**src/rtl/ldu_pkg.sv**
```systemverilog
package ldu_pkg;
  typedef enum logic [1:0] {SZ_BYTE = 2'd0, SZ_HALF = 2'd1, SZ_WORD = 2'd2, SZ_DWORD = 2'd3} sizeT;
  typedef enum logic [1:0] {FORM_D = 2'd0, FORM_DS = 2'd1, FORM_X = 2'd2, FORM_XALT = 2'd3} formT;
  typedef struct packed {
    logic captureOp;
    logic captureData;
    logic writeBack;
  } ctrlT;
endpackage

```
**src/rtl/ldu_ctrl.sv**
```systemverilog
module ldu_ctrl #(
  parameter int REGW = 5
) (
  input  logic            clk,
  input  logic            rstN,
  input  logic            opValid,
  input  logic            opUpdate,
  input  logic [REGW-1:0] opRa,
  input  logic [REGW-1:0] opRt,
  input  logic            memAck,
  output logic            opReady,
  output logic            memReq,
  output logic            illegal,
  output ldu_pkg::ctrlT   ctrl
);
  typedef enum logic [1:0] {ST_IDLE, ST_REQ, ST_WB} stateT;
  stateT state, stateNext;
  logic badForm, accept;

  assign badForm = opUpdate && ((opRa == '0) || (opRa == opRt));
  assign accept  = (state == ST_IDLE) && opValid;

  always_comb begin
    ctrl.captureOp   = accept && !badForm;
    ctrl.captureData = (state == ST_REQ) && memAck;
    ctrl.writeBack   = (state == ST_WB);
    stateNext = state;
    case (state)
      ST_IDLE: if (accept && !badForm) stateNext = ST_REQ;
      ST_REQ:  if (memAck) stateNext = ST_WB;
      ST_WB:   stateNext = ST_IDLE;
      default: stateNext = ST_IDLE;
    endcase
  end

  always_ff @(posedge clk) begin
    if (!rstN) begin
      state   <= ST_IDLE;
      illegal <= 1'b0;
    end else begin
      state   <= stateNext;
      illegal <= accept && badForm;
    end
  end

  assign opReady = (state == ST_IDLE);
  assign memReq  = (state == ST_REQ);


  req_hold_chk: assert property (@(posedge clk) disable iff (!rstN)
    memReq && !memAck |=> memReq);

  ack_to_write_chk: assert property (@(posedge clk) disable iff (!rstN)
    memReq && memAck |=> ctrl.writeBack && !memReq);

  illegal_no_req_chk: assert property (@(posedge clk) disable iff (!rstN)
    illegal |-> !memReq && !ctrl.writeBack);

  ready_idle_chk: assert property (@(posedge clk) disable iff (!rstN)
    opReady |-> !memReq && !ctrl.writeBack);
endmodule

```
**src/rtl/ldu_datapath.sv**
```systemverilog
module ldu_datapath #(
  parameter int XLEN  = 64,
  parameter int REGW  = 5,
  parameter int DISPW = 16,
  parameter int DSW   = 14
) (
  input  logic            clk,
  input  logic            rstN,
  input  ldu_pkg::ctrlT   ctrl,
  input  logic [1:0]      opSize,
  input  logic            opSigned,
  input  logic            opReverse,
  input  logic            opUpdate,
  input  logic [1:0]      opForm,
  input  logic [REGW-1:0] opRa,
  input  logic [REGW-1:0] opRt,
  input  logic [XLEN-1:0] opRaVal,
  input  logic [XLEN-1:0] opRbVal,
  input  logic [DISPW-1:0] opDisp,
  input  logic [XLEN-1:0] memRdata,
  output logic [XLEN-1:0] memAddr,
  output logic [1:0]      memSize,
  output logic            rtWe,
  output logic [REGW-1:0] rtIdx,
  output logic [XLEN-1:0] rtData,
  output logic            raWe,
  output logic [REGW-1:0] raIdx,
  output logic [XLEN-1:0] raData
);
  import ldu_pkg::*;
  localparam int NSIZES = 4;

  logic [XLEN-1:0] base, offset, dOff, dsOff, ea;
  logic [DSW-1:0]  dsField;

  assign base    = (opUpdate || (opRa != '0)) ? opRaVal : '0;
  assign dOff    = XLEN'($signed(opDisp));
  assign dsField = opDisp[DSW-1:0];
  assign dsOff   = XLEN'($signed({dsField, 2'b00}));

  always_comb begin
    case (formT'(opForm))
      FORM_D:  offset = dOff;
      FORM_DS: offset = dsOff;
      default: offset = opRbVal;
    endcase
  end
  assign ea = base + offset;

  logic [XLEN-1:0] eaQ, resultQ;
  logic [1:0]      sizeQ;
  logic            signQ, revQ, updQ;
  logic [REGW-1:0] raQ, rtQ;
  logic [XLEN-1:0] cand [NSIZES];

  for (genvar s = 0; s < NSIZES; s++) begin : g_size
    localparam int NB = 1 << s;
    logic [8*NB-1:0] straight, reversed, picked;
    assign straight = memRdata[8*NB-1:0];
    for (genvar b = 0; b < NB; b++) begin : g_byte
      assign reversed[8*b +: 8] = straight[8*(NB-1-b) +: 8];
    end
    assign picked  = revQ ? reversed : straight;
    assign cand[s] = (signQ && !revQ) ? XLEN'($signed(picked)) : XLEN'(picked);
  end

  always_ff @(posedge clk) begin
    if (!rstN) begin
      eaQ <= '0; resultQ <= '0; sizeQ <= '0;
      signQ <= 1'b0; revQ <= 1'b0; updQ <= 1'b0;
      raQ <= '0; rtQ <= '0;
    end else begin
      if (ctrl.captureOp) begin
        eaQ   <= ea;
        sizeQ <= opSize;
        signQ <= opSigned;
        revQ  <= opReverse;
        updQ  <= opUpdate;
        raQ   <= opRa;
        rtQ   <= opRt;
      end
      if (ctrl.captureData) resultQ <= cand[sizeQ];
    end
  end

  assign memAddr = eaQ;
  assign memSize = sizeQ;
  assign rtWe    = ctrl.writeBack;
  assign rtIdx   = rtQ;
  assign rtData  = resultQ;
  assign raWe    = ctrl.writeBack && updQ;
  assign raIdx   = raQ;
  assign raData  = eaQ;


  byte_upper_zero_chk: assert property (@(posedge clk) disable iff (!rstN)
    rtWe && !signQ && (sizeQ == SZ_BYTE) |-> rtData[XLEN-1:8] == '0);

  rev_zero_ext_chk: assert property (@(posedge clk) disable iff (!rstN)
    rtWe && revQ && (sizeQ == SZ_HALF) |-> rtData[XLEN-1:16] == '0);

  ra_write_valid_chk: assert property (@(posedge clk) disable iff (!rstN)
    raWe |-> rtWe && (raIdx != '0) && (raIdx != rtIdx));
endmodule

```
**src/rtl/load_unit.sv**
```systemverilog
module load_unit #(
  parameter int XLEN  = 64,
  parameter int REGW  = 5,
  parameter int DISPW = 16,
  parameter int DSW   = 14
) (
  input  logic             clk,
  input  logic             rstN,
  input  logic             opValid,
  output logic             opReady,
  input  logic [1:0]       opSize,
  input  logic             opSigned,
  input  logic             opReverse,
  input  logic             opUpdate,
  input  logic [1:0]       opForm,
  input  logic [REGW-1:0]  opRa,
  input  logic [REGW-1:0]  opRt,
  input  logic [XLEN-1:0]  opRaVal,
  input  logic [XLEN-1:0]  opRbVal,
  input  logic [DISPW-1:0] opDisp,
  output logic             memReq,
  input  logic             memAck,
  output logic [XLEN-1:0]  memAddr,
  output logic [1:0]       memSize,
  input  logic [XLEN-1:0]  memRdata,
  output logic             rtWe,
  output logic [REGW-1:0]  rtIdx,
  output logic [XLEN-1:0]  rtData,
  output logic             raWe,
  output logic [REGW-1:0]  raIdx,
  output logic [XLEN-1:0]  raData,
  output logic             illegal
);
  ldu_pkg::ctrlT ctrl;

  ldu_ctrl #(.REGW(REGW)) u_ctrl (
    .clk(clk), .rstN(rstN), .opValid(opValid), .opUpdate(opUpdate),
    .opRa(opRa), .opRt(opRt), .memAck(memAck), .opReady(opReady),
    .memReq(memReq), .illegal(illegal), .ctrl(ctrl)
  );

  ldu_datapath #(.XLEN(XLEN), .REGW(REGW), .DISPW(DISPW), .DSW(DSW)) u_dp (
    .clk(clk), .rstN(rstN), .ctrl(ctrl), .opSize(opSize), .opSigned(opSigned),
    .opReverse(opReverse), .opUpdate(opUpdate), .opForm(opForm), .opRa(opRa),
    .opRt(opRt), .opRaVal(opRaVal), .opRbVal(opRbVal), .opDisp(opDisp),
    .memRdata(memRdata), .memAddr(memAddr), .memSize(memSize), .rtWe(rtWe),
    .rtIdx(rtIdx), .rtData(rtData), .raWe(raWe), .raIdx(raIdx), .raData(raData)
  );


  addr_stable_chk: assert property (@(posedge clk) disable iff (!rstN)
    memReq && !memAck |=> $stable(memAddr) && $stable(memSize));

  illegal_no_write_chk: assert property (@(posedge clk) disable iff (!rstN)
    illegal |-> !rtWe && !raWe);
endmodule

```
**config.mk**
```make
export PLATFORM = sky130hd
export DESIGN_NAME = load_unit
export DESIGN_NICKNAME = d
export VERILOG_FILES = /design/src/rtl/ldu_pkg.sv /design/src/rtl/ldu_ctrl.sv /design/src/rtl/ldu_datapath.sv /design/src/rtl/load_unit.sv
export SDC_FILE = /design/constraint.sdc
export NUM_CORES = 1
export LEC_CHECK = 0
export BUFFER_PORTS_ARGS = -buffer_cell sky130_fd_sc_hd__clkbuf_2
export CAP_MARGIN = 20
export CORE_ASPECT_RATIO = 0.7
export CORE_MARGIN = 1.5
export CORE_UTILIZATION = 30
export DETAILED_ROUTE_END_ITERATION = 10
export PLACE_DENSITY_LB_ADDON = 0.05
export SYNTH_ARGS = -nofsm -noshare
export SYNTH_HDL_FRONTEND = slang
export SYNTH_SLANG_ARGS = --single-unit
```
**constraint.sdc**
```tcl
create_clock -name clk -period 4.15 [get_ports clk]
set_input_delay 0 -clock clk [delete_from_list [all_inputs] [get_ports clk]]
set_output_delay 0 -clock clk [all_outputs]
set_load 0.01 [all_outputs]
```
==> results of run 1 <==
[worst min-delay path, cell delays in order]
cell      delay, ns
clkbuf_2       0.10
a21oi_1        0.06
nand2_1        0.06
o211ai_1       0.08
a21oi_1        0.13
[placed cells by master, fill, tap and decap left out, drive strengths merged, types with 12 or more instances in the layout]
cell / n
a211oi: 19
a21o: 41
a21oi: 281
and2: 12
buf: 72
clkbuf: 458
dfxtp: 146
dlygate4sd3: 54
ha: 63
inv: 85
mux2i: 54
nand2: 223
nand3: 43
nand4: 17
nor2: 71
nor2b: 100
nor3: 21
o211ai: 37
o21ai: 162
o21bai: 20
xnor2: 26
xor2: 14
[stage by stage]
stage / setup TNS [ns] / setup WS, ns / hold WS (ns) / cells
after detailed placement: 0 / 0.0411 / 0.226 / 2617
after CTS: 0 / 0.0765 / 0.00267 / 2703
final: 0 / 0.139 / 0.0181 / 2713
after global placement: 0 / 0.112 / 0.220 / 2617
after floorplan: 0 / 0.111 / 0.136 / 1761
after global routing: -0.0168 / -0.0142 / 0.0396 / 2713
[routing by layer]
metal,vias up,track usage (%),wire (um)
met4,0,5.06,740
met2,449,34.7,22300
li1,6959,-,-
met1,6737,38.7,28100
met5,-,0,0
met3,35,3.93,3190
[final cells by class]
type	instances	area, um^2
Antenna cell	1	2.50
Clock buffer	20	457
Clock inverter	12	170
Fill cell	4369	24700
Inverter	81	304
Multi-Input combinational cell	1345	8300
Sequential cell	146	2930
Tap cell	544	681
Timing Repair Buffer	564	3330
[flip-flops by register name (all words and copies together), names as in the netlist]
name / cells
u_dp.rtData: 64
u_dp.signQ: 1
u_dp.rtIdx: 5
u_dp.updQ: 1
u_dp.revQ: 1
u_dp.memSize: 2
u_dp.raIdx: 5
u_ctrl.state: 2
u_dp.memAddr: 64
u_ctrl.illegal: 1
[where the power goes]
group	internal, mW	leakage [nW]	total [mW]	switching (mW)
sequential	1.53	1.20	1.66	0.134
combinational	0.839	5.92	2.09	1.25
clock	0.993	0.304	1.73	0.737
[cells by family (layout without fill, tap and decap cells)]
family                   Yosys count  after routing  synth area share, %
AO/OA/AOI/OAI                    644            644                 31.3
AND/OR/NAND/NOR                  542            542                 21.1
buffers and inverters            270            677                 10.2
flip-flops                       146            146                 23.5
adder cells (fa/ha/maj)           64             64                 6.51
multiplexers                      55             55                 4.44
XOR/XNOR                          40             40                 2.82
other                              0              1                    0
[repair_timing]
action,in CTS,in global routing
resized for setup,0,13
endpoints found under the hold margin,44,0
hold buffers,54,0
buffers inserted,0,8
endpoints found under the setup margin,0,26
[worst min-delay path by stage]
| stage | endpoint | slack, ns | cells after the start |
|---|---|---|---|
| 2_1_floorplan | u_dp.signQ | 0.14 | 2 |
| 3_3_place_gp | u_dp.memSize[1] | 0.22 | 3 |
| 3_5_place_dp | u_dp.memSize[1] | 0.23 | 3 |
| 4_1_cts | u_dp.rtData[26] | 0.003 | 5 |
| 5_1_grt | u_dp.rtData[29] | 0.04 | 5 |
| 6_report | u_dp.rtData[26] | 0.02 | 5 |
==> results.cfg, run 1 <==
[synth]
synth.most_common_cell = a21oi_1
synth_nets = 2054
ys_ff_latch = 146
synthArstFlopShare_pct = 0
synth_top_area_cell = dfxtp_1
ys.flop_type = dfxtp_1
syn_avg_cell_area_um2 = 7.05
synth-edff-count = 0
netlist-cell-type-count = 76
yosysTopAreaCellShare_pct = 23.5
synthTopCellsByCount = a21oi_1, nand2_1, o21ai_0
ys_seq_area_share_pct = 23.5
synthCells = 1761
ys_warn_count = 0
syn_area_um2 = 12400
synth_area_leaders = dfxtp_1, a21oi_1, nand2_1

[cells_and_area]
area_delta_synth_final_pct = 30.3
num-nets-final = 2448
final_util_pct = 39.6
drive_above_1_share_pct = 26.6
final_area_um2 = 16200

[global_route]
grt_pass1_wl_um = 81300
grt_pass1_vias = 13100
grt_max_degree = 91
grt_overflow_total = 0
antenna_found_initial = 1
grt_usage_pct = 24.7

[timing]
finalCritPeriodShare_pct = 96.7
period_minus_slack_ns = 4.01
fmax_mhz = 249
hold_viol_final = 0
finClkSkew_ns = 0.00542
tightest_slew_ns = 1.04
setup_violations = 0
maxSlewViolCount = 0
slew_headroom_pct = 30.5

[critical_path]
path_class = in -> reg
worst-path-stages = 19
worstSetupEndpoint = u_dp.memAddr[54]
setup.worst_path.start = opRa[3]
required_ns = 4.50
end_kind = flop
worst-r2r-cell-count = 7
cp_num_buf_inv = 7
rrSetupSlack_ns = 1.35
crit_chain = dlygate4sd3_1, clkbuf_2, or4_1, nor3_2, buf_6, buf_12, clkbuf_16, nor2b_1, ha_2, nand4_1, or4_1, o211ai_1, a21o_1, nand3_2, a211oi_4, buf_4, buf_4, a311o_1, nand3_1
slowest_delay_ns = 0.55
rr_startpoint = u_ctrl.state[1]
cp_max_fo = 15
crit_family = simple AND/OR/NAND/NOR gates
start_kind = input pin
crit-reg2reg-capture = u_dp.memAddr[62]
crit_arrival_ns = 4.36
cp_slowest_cell = or4_1

[clock_network]
cts_sinks = 146
numCtsBuffers = 17
cts_root_buffer = clkbuf_16
htree_levels = 4
clkLatencyLatePin_ns = 0.46
clockBufferDepth = 2
clk_pin_slew_ns = 0.07
cts_tree = built

[job]
drv_cap = 0

[routing]
vias = 14200
avgRoutedWirePerCell_um = 20.0
drt-total-wl_um = 54300
antenna_left = 0
drtPass1Iterations = 5
routed_via_density = 5.23
drc = 0
drtIter0Drc = 1034

[floorplanning]
fp.dieH_um = 173
dieWidth_um = 246
die_area_um2 = 42600
io_pins = 438
num_rows = 62
core_um2 = 40900
initial_core_util_pct = 30.4

[power_and_ir_drop]
power_mw = 5.48
p_leak_nw = 7.42
powerDensity_nw_per_um2 = 339
irDropWorstVdd_uv = 221

[place]
gp_congestion = 0.892
portBuffers = 437
postPlaceCellArea_um2 = 14900
post-dp-hpwl_um = 41900

[worst_hold_path]
hp-class = in -> reg
min-delay-start = memRdata[34]

[status]
status = completed
(Power assumes the default switching activity.)
==> run 2, diff against run 1 <==
- CORE_UTILIZATION: 30 -> 37
==> results.cfg, run 2 (same netlist as run 1, synthesis figures left out) <==
[status]
status = completed

[critical_path]
cp_slowest_cell = o311ai_2
setup.worst_path.start = opUpdate
slowest_delay_ns = 0.61
end_kind = flop
crit_arrival_ns = 4.18
rr_startpoint = u_dp.revQ
cp_max_fo = 28
required_ns = 4.45
worst-r2r-cell-count = 5
rrSetupSlack_ns = 1.31
crit_family = compound AO/OA/AOI/OAI gates
crit_chain = dlygate4sd3_1, clkbuf_2, nor3_2, buf_12, nor2b_1, ha_1, buf_4, a21oi_1, a21boi_0, o311ai_2, a311oi_1, buf_4, o21ai_1, a211oi_1, or4_1, nand3_1, a21oi_1
cp_num_buf_inv = 5
start_kind = input pin
crit-reg2reg-capture = u_dp.rtData[56]
path_class = in -> reg

[timing]
slew_headroom_pct = 24.3
finClkSkew_ns = 0.0124
period_minus_slack_ns = 3.88
maxSlewViolCount = 0
tns_ns = 0
tightest_slew_ns = 1.13
fmax_mhz = 258
setup_violations = 0
hold_viol_final = 0
rsz0062_at_grt = no
finalCritPeriodShare_pct = 93.5
hold_ws_ns = 0.0233

[floorplanning]
initial_core_util_pct = 38.0
die_area_um2 = 34700
core_um2 = 32700
dieWidth_um = 222
io_pins = 438
num_rows = 55
fp.dieH_um = 156

[global_route]
grt_max_degree = 77
grt_usage_pct = 28.2
grt_pass1_wl_um = 76400
antenna_found_initial = 1
grt_overflow_total = 0
grt_pass1_vias = 13000

[clock_network]
cts_root_buffer = clkbuf_16
cts_tree = built
numCtsBuffers = 17
clkLatencyLatePin_ns = 0.46
clockBufferDepth = 2
htree_levels = 4
cts_sinks = 146
clk_pin_slew_ns = 0.07
cts-resized-gates = 0

[cells_and_area]
drive_above_1_share_pct = 26.1
num-nets-final = 2439
regArea_um2 = 2930
area_delta_synth_final_pct = 27.5
most-common-layout-cells = clkbuf_2, a21oi_1, nand2_1, o21ai_0, dfxtp_1
fill_cells = 3444
final_common_cell = clkbuf_2
fin_cells = 2587
multiInputGateArea_um2 = 8250
final_util_pct = 48.4

[routing]
vias = 14100
routed_via_density = 5.46
antenna_left = 0
drc = 0
drtIter0Drc = 1425
avgRoutedWirePerCell_um = 19.4
drtPass1Iterations = 5
drt-total-wl_um = 50300

[job]
drv_cap = 0

[power_and_ir_drop]
p_sw_share_pct = 39.7
irDropWorstVdd_uv = 275
p_seq_share_pct = 31.1
p_leak_nw = 7.33
power.switching_mw = 2.12
clock_power_share_pct = 30.6
p_comb_share_pct = 38.3
intPower_mw = 3.22
powerDensity_nw_per_um2 = 338

[worst_hold_path]
min-delay-start = memRdata[36]
holdPathEnd = u_dp.rtData[36]
hp-class = in -> reg
worstHoldPathCells = 5

[place]
portBuffers = 437
post-dp-hpwl_um = 38900
gp_congestion = 0.949
dp.cells = 2501
run 2: layout make-up:
| type | count | area share, % |
|---|---|---|
| diodes | 1 | 0.0158 |
| clock buffers | 17 | 2.69 |
| clock inverters | 15 | 1.04 |
| inverters | 81 | 1.92 |
| multi-input cells | 1345 | 52.1 |
| flip-flops and latches | 146 | 18.5 |
| well taps | 427 | 3.37 |
| repair buffers | 555 | 20.3 |
run 2: layer usage:
layer  track usage, %  routed length (um)  vias to the layer above
met4             8.68                1260                        0
li1                 -                   -                     6953
met3             5.07                3110                       69
met1             41.4               24900                     6556
met2             41.3               21100                      535
met5                0                   0                        -
run 2: how the worst max path moves through the flow:
stage	endpoint	depth (start not counted)
2_1_floorplan	u_dp.memAddr[63]	15
3_3_place_gp	u_dp.memAddr[49]	17
3_5_place_dp	u_dp.memAddr[49]	17
4_1_cts	u_dp.memAddr[49]	17
5_1_grt	u_dp.memAddr[49]	17
6_report	u_dp.memAddr[49]	17
run 2: metrics by stage:
stage | total power, mW | area (um^2) | setup slack, ns
finish | 5.35 | 15800 | 0.271
global route | 5.64 | 15800 | 0.103
CTS | 5.36 | 15800 | 0.333
detailed placement | 3.67 | 14700 | -0.0419
global placement | 3.68 | 14700 | 0.0727
floorplan | 2.96 | 12400 | 0.111
run 2: worst register-to-register path: cells and delay by family (launching register included):
family	cells	cell delay, ns
AND/OR/NAND/NOR	1	0.26
buffers and inverters	2	1.14
flip-flops	1	0.68
AO/OA/AOI/OAI	2	0.62
run 2: what timing repair did:
action,CTS,global route
buffers inserted,0,0
hold buffers,53,0
endpoints found under the setup margin,0,0
endpoints found under the hold margin,42,0
run 2: power by group through the flow:
stage / Combinational, mW / Sequential [mW] / Clock (mW)
finish: 2.05 / 1.66 / 1.64
global route: 2.25 / 1.68 / 1.72
CTS: 2.03 / 1.66 / 1.67
detailed placement: 1.98 / 1.69 / 0
global placement: 1.99 / 1.69 / 0
floorplan: 1.27 / 1.69 / 0
==> run 3, diff against run 2 <==
- CTS_BUF_LIST: default -> sky130_fd_sc_hd__clkbuf_8 sky130_fd_sc_hd__clkbuf_16
- GPL_TIMING_DRIVEN: default -> 0
- TNS_END_PERCENT: default -> 10
==> results.cfg, run 3 (same netlist as run 1, synthesis figures left out) <==
[place]
portBuffers = 435
postPlaceCellArea_um2 = 15100
post-dp-hpwl_um = 45300
gp_congestion = 1.00

[critical_path]
cp_max_fo = 5
setup.worst_path.start = opRa[0]
worst-r2r-cell-count = 7
cp_num_buf_inv = 2
crit_family = compound AO/OA/AOI/OAI gates
crit-reg2reg-capture = u_dp.updQ
path_class = in -> reg
rrSetupSlack_ns = 0.84
required_ns = 4.53
end_kind = flop
worstSetupEndpoint = u_dp.memAddr[56]
cp_slowest_cell = or4_1
crit_chain = clkbuf_2, or4_1, nor3_4, buf_4, nor2b_1, ha_1, fa_1, a21oi_1, o211ai_1, a221oi_4, o21a_1, nor4_2, o211ai_1, a21oi_1, or4_1, nand3_1
start_kind = input pin
rr_startpoint = u_ctrl.state[1]
worst-path-stages = 16
slowest_delay_ns = 0.61
crit_arrival_ns = 4.42

[routing]
drtPass1Iterations = 5
avgRoutedWirePerCell_um = 20.4
vias = 14900
drt-total-wl_um = 55300
drc = 0
antenna_left = 0
routed_via_density = 5.49
drtIter0Drc = 1299

[timing]
hold_viol_final = 0
fmax_mhz = 248
maxSlewViolCount = 0
tns_ns = 0
rsz0062_at_grt = yes
finClkSkew_ns = 0.0107
finalCritPeriodShare_pct = 97.3
period_minus_slack_ns = 4.04
tightest_slew_ns = 1.01
slew_headroom_pct = 32.3
setup_violations = 0

[clock_network]
numCtsBuffers = 17
cts_tree = built
cts_sinks = 146
clk_pin_slew_ns = 0.07
htree_levels = 4
cts_root_buffer = clkbuf_16
clockBufferDepth = 2
clkLatencyLatePin_ns = 0.44

[job]
drv_cap = 0

[floorplanning]
fp.dieH_um = 156
core_um2 = 32700
io_pins = 438
initial_core_util_pct = 38.0
die_area_um2 = 34700
num_rows = 55
dieWidth_um = 222

[cells_and_area]
fill_cells = 3431
area_delta_synth_final_pct = 31.4
final_area_um2 = 16300
multiInputGateArea_um2 = 8320
drive_above_1_share_pct = 25.5
regArea_um2 = 2920
most-common-layout-cells = clkbuf_2, a21oi_1, nand2_1, o21ai_0, dfxtp_1
num-nets-final = 2559
final_common_cell = clkbuf_2

[power_and_ir_drop]
p_leak_nw = 7.56
irDropWorstVdd_uv = 187
p_seq_share_pct = 30.5
intPower_mw = 3.28
power.switching_mw = 2.10
p_sw_share_pct = 39.1
powerDensity_nw_per_um2 = 330
p_comb_share_pct = 40.5
clock_power_share_pct = 29.0

[status]
status = completed

[global_route]
grt_pass1_vias = 13600
grt_usage_pct = 30.9
grt_overflow_total = 0
grt_max_degree = 17
antenna_found_initial = 1
grt_pass1_wl_um = 82000

[worst_hold_path]
hp-class = in -> reg
-- run 3: changes by cell type in the layout (fill, tap and decap cells not counted), moves of 4 or more --
cell and change:
buf_1 +18, buf_2 +6, buf_4 +5, clkbuf_1 +92, clkinv_2 +4, dlygate4sd3_1 -7, inv_8 -6
-- run 3: worst register-to-register path, delay by kind of cell, from the launching register on --
family | cells | cell delay, ns
buffers and inverters | 3 | 1.79
and+or+nand+nor | 3 | 0.79
AOI/OAI and AO/OA | 1 | 0.34
DFF | 1 | 0.32
-- run 3: power groups by stage --
stage | clock network, mW | registers (mW) | logic, mW
after global routing | 1.64 | 1.65 | 2.38
final | 1.56 | 1.64 | 2.18
after detailed placement | 0 | 1.67 | 2.09
after global placement | 0 | 1.67 | 2.09
after CTS | 1.58 | 1.64 | 2.14
after floorplan | 0 | 1.69 | 1.27
-- run 3: layer usage --
layer  vias up  track usage (%)  wire length (um)
met4         0             7.31              1010
met5         -                0                 0
li1       7171                -                 -
met3        59             6.59              4320
met2       630             46.9             23500
met1      6994             44.5             26400
-- run 3: worst min path at each step --
| stage | startpoint | to | slack (ns) | cells past startpoint |
|---|---|---|---|---|
| 6_report | memRdata[7] | u_dp.rtData[7] | 0.01 | 5 |
| 3_3_place_gp | opReverse | u_dp.revQ | 0.24 | 3 |
| 5_1_grt | memRdata[36] | u_dp.rtData[28] | 0.06 | 5 |
| 3_5_place_dp | opSize[1] | u_dp.memSize[1] | 0.24 | 3 |
| 2_1_floorplan | opSigned | u_dp.signQ | 0.14 | 2 |
| 4_1_cts | memRdata[29] | u_dp.rtData[29] | 0.002 | 3 |
-- run 3: final cells by class --
| cell class | count | share of cell area, % |
|---|---|---|
| Clock inverter | 15 | 0.882 |
| Timing Repair Buffer | 487 | 16.5 |
| Antenna cell | 1 | 0.0153 |
| Multi-Input combinational cell | 1345 | 51.0 |
| Clock buffer | 17 | 2.61 |
| Inverter | 81 | 1.86 |
| Tap cell | 427 | 3.27 |
| Sequential cell | 146 | 17.9 |
| Buffer | 188 | 5.99 |
-- run 3: timing repair --
action | in CTS | in global routing
resized for setup | 11 | 19
setup endpoints to repair | 37 | 32
pin swaps | 1 | 5
hold endpoints to repair | 41 | 0
hold buffers | 46 | 0
buffers inserted | 2 | 3
-- run 3: per-stage QoR --
stage	instances	worst slack [ns]	utilization (%)	hold WS, ns	power, mW
global route	2706	-0.0543	49.9	0.0575	5.67
global placement	2623	-2.19	46.3	0.239	3.76
CTS	2704	-0.0142	49.7	0.00203	5.36
detailed placement	2624	-1.15	46.3	0.240	3.76
finish	2707	0.113	49.9	0.0138	5.38
floorplan	1761	0.111	-	0.136	2.96
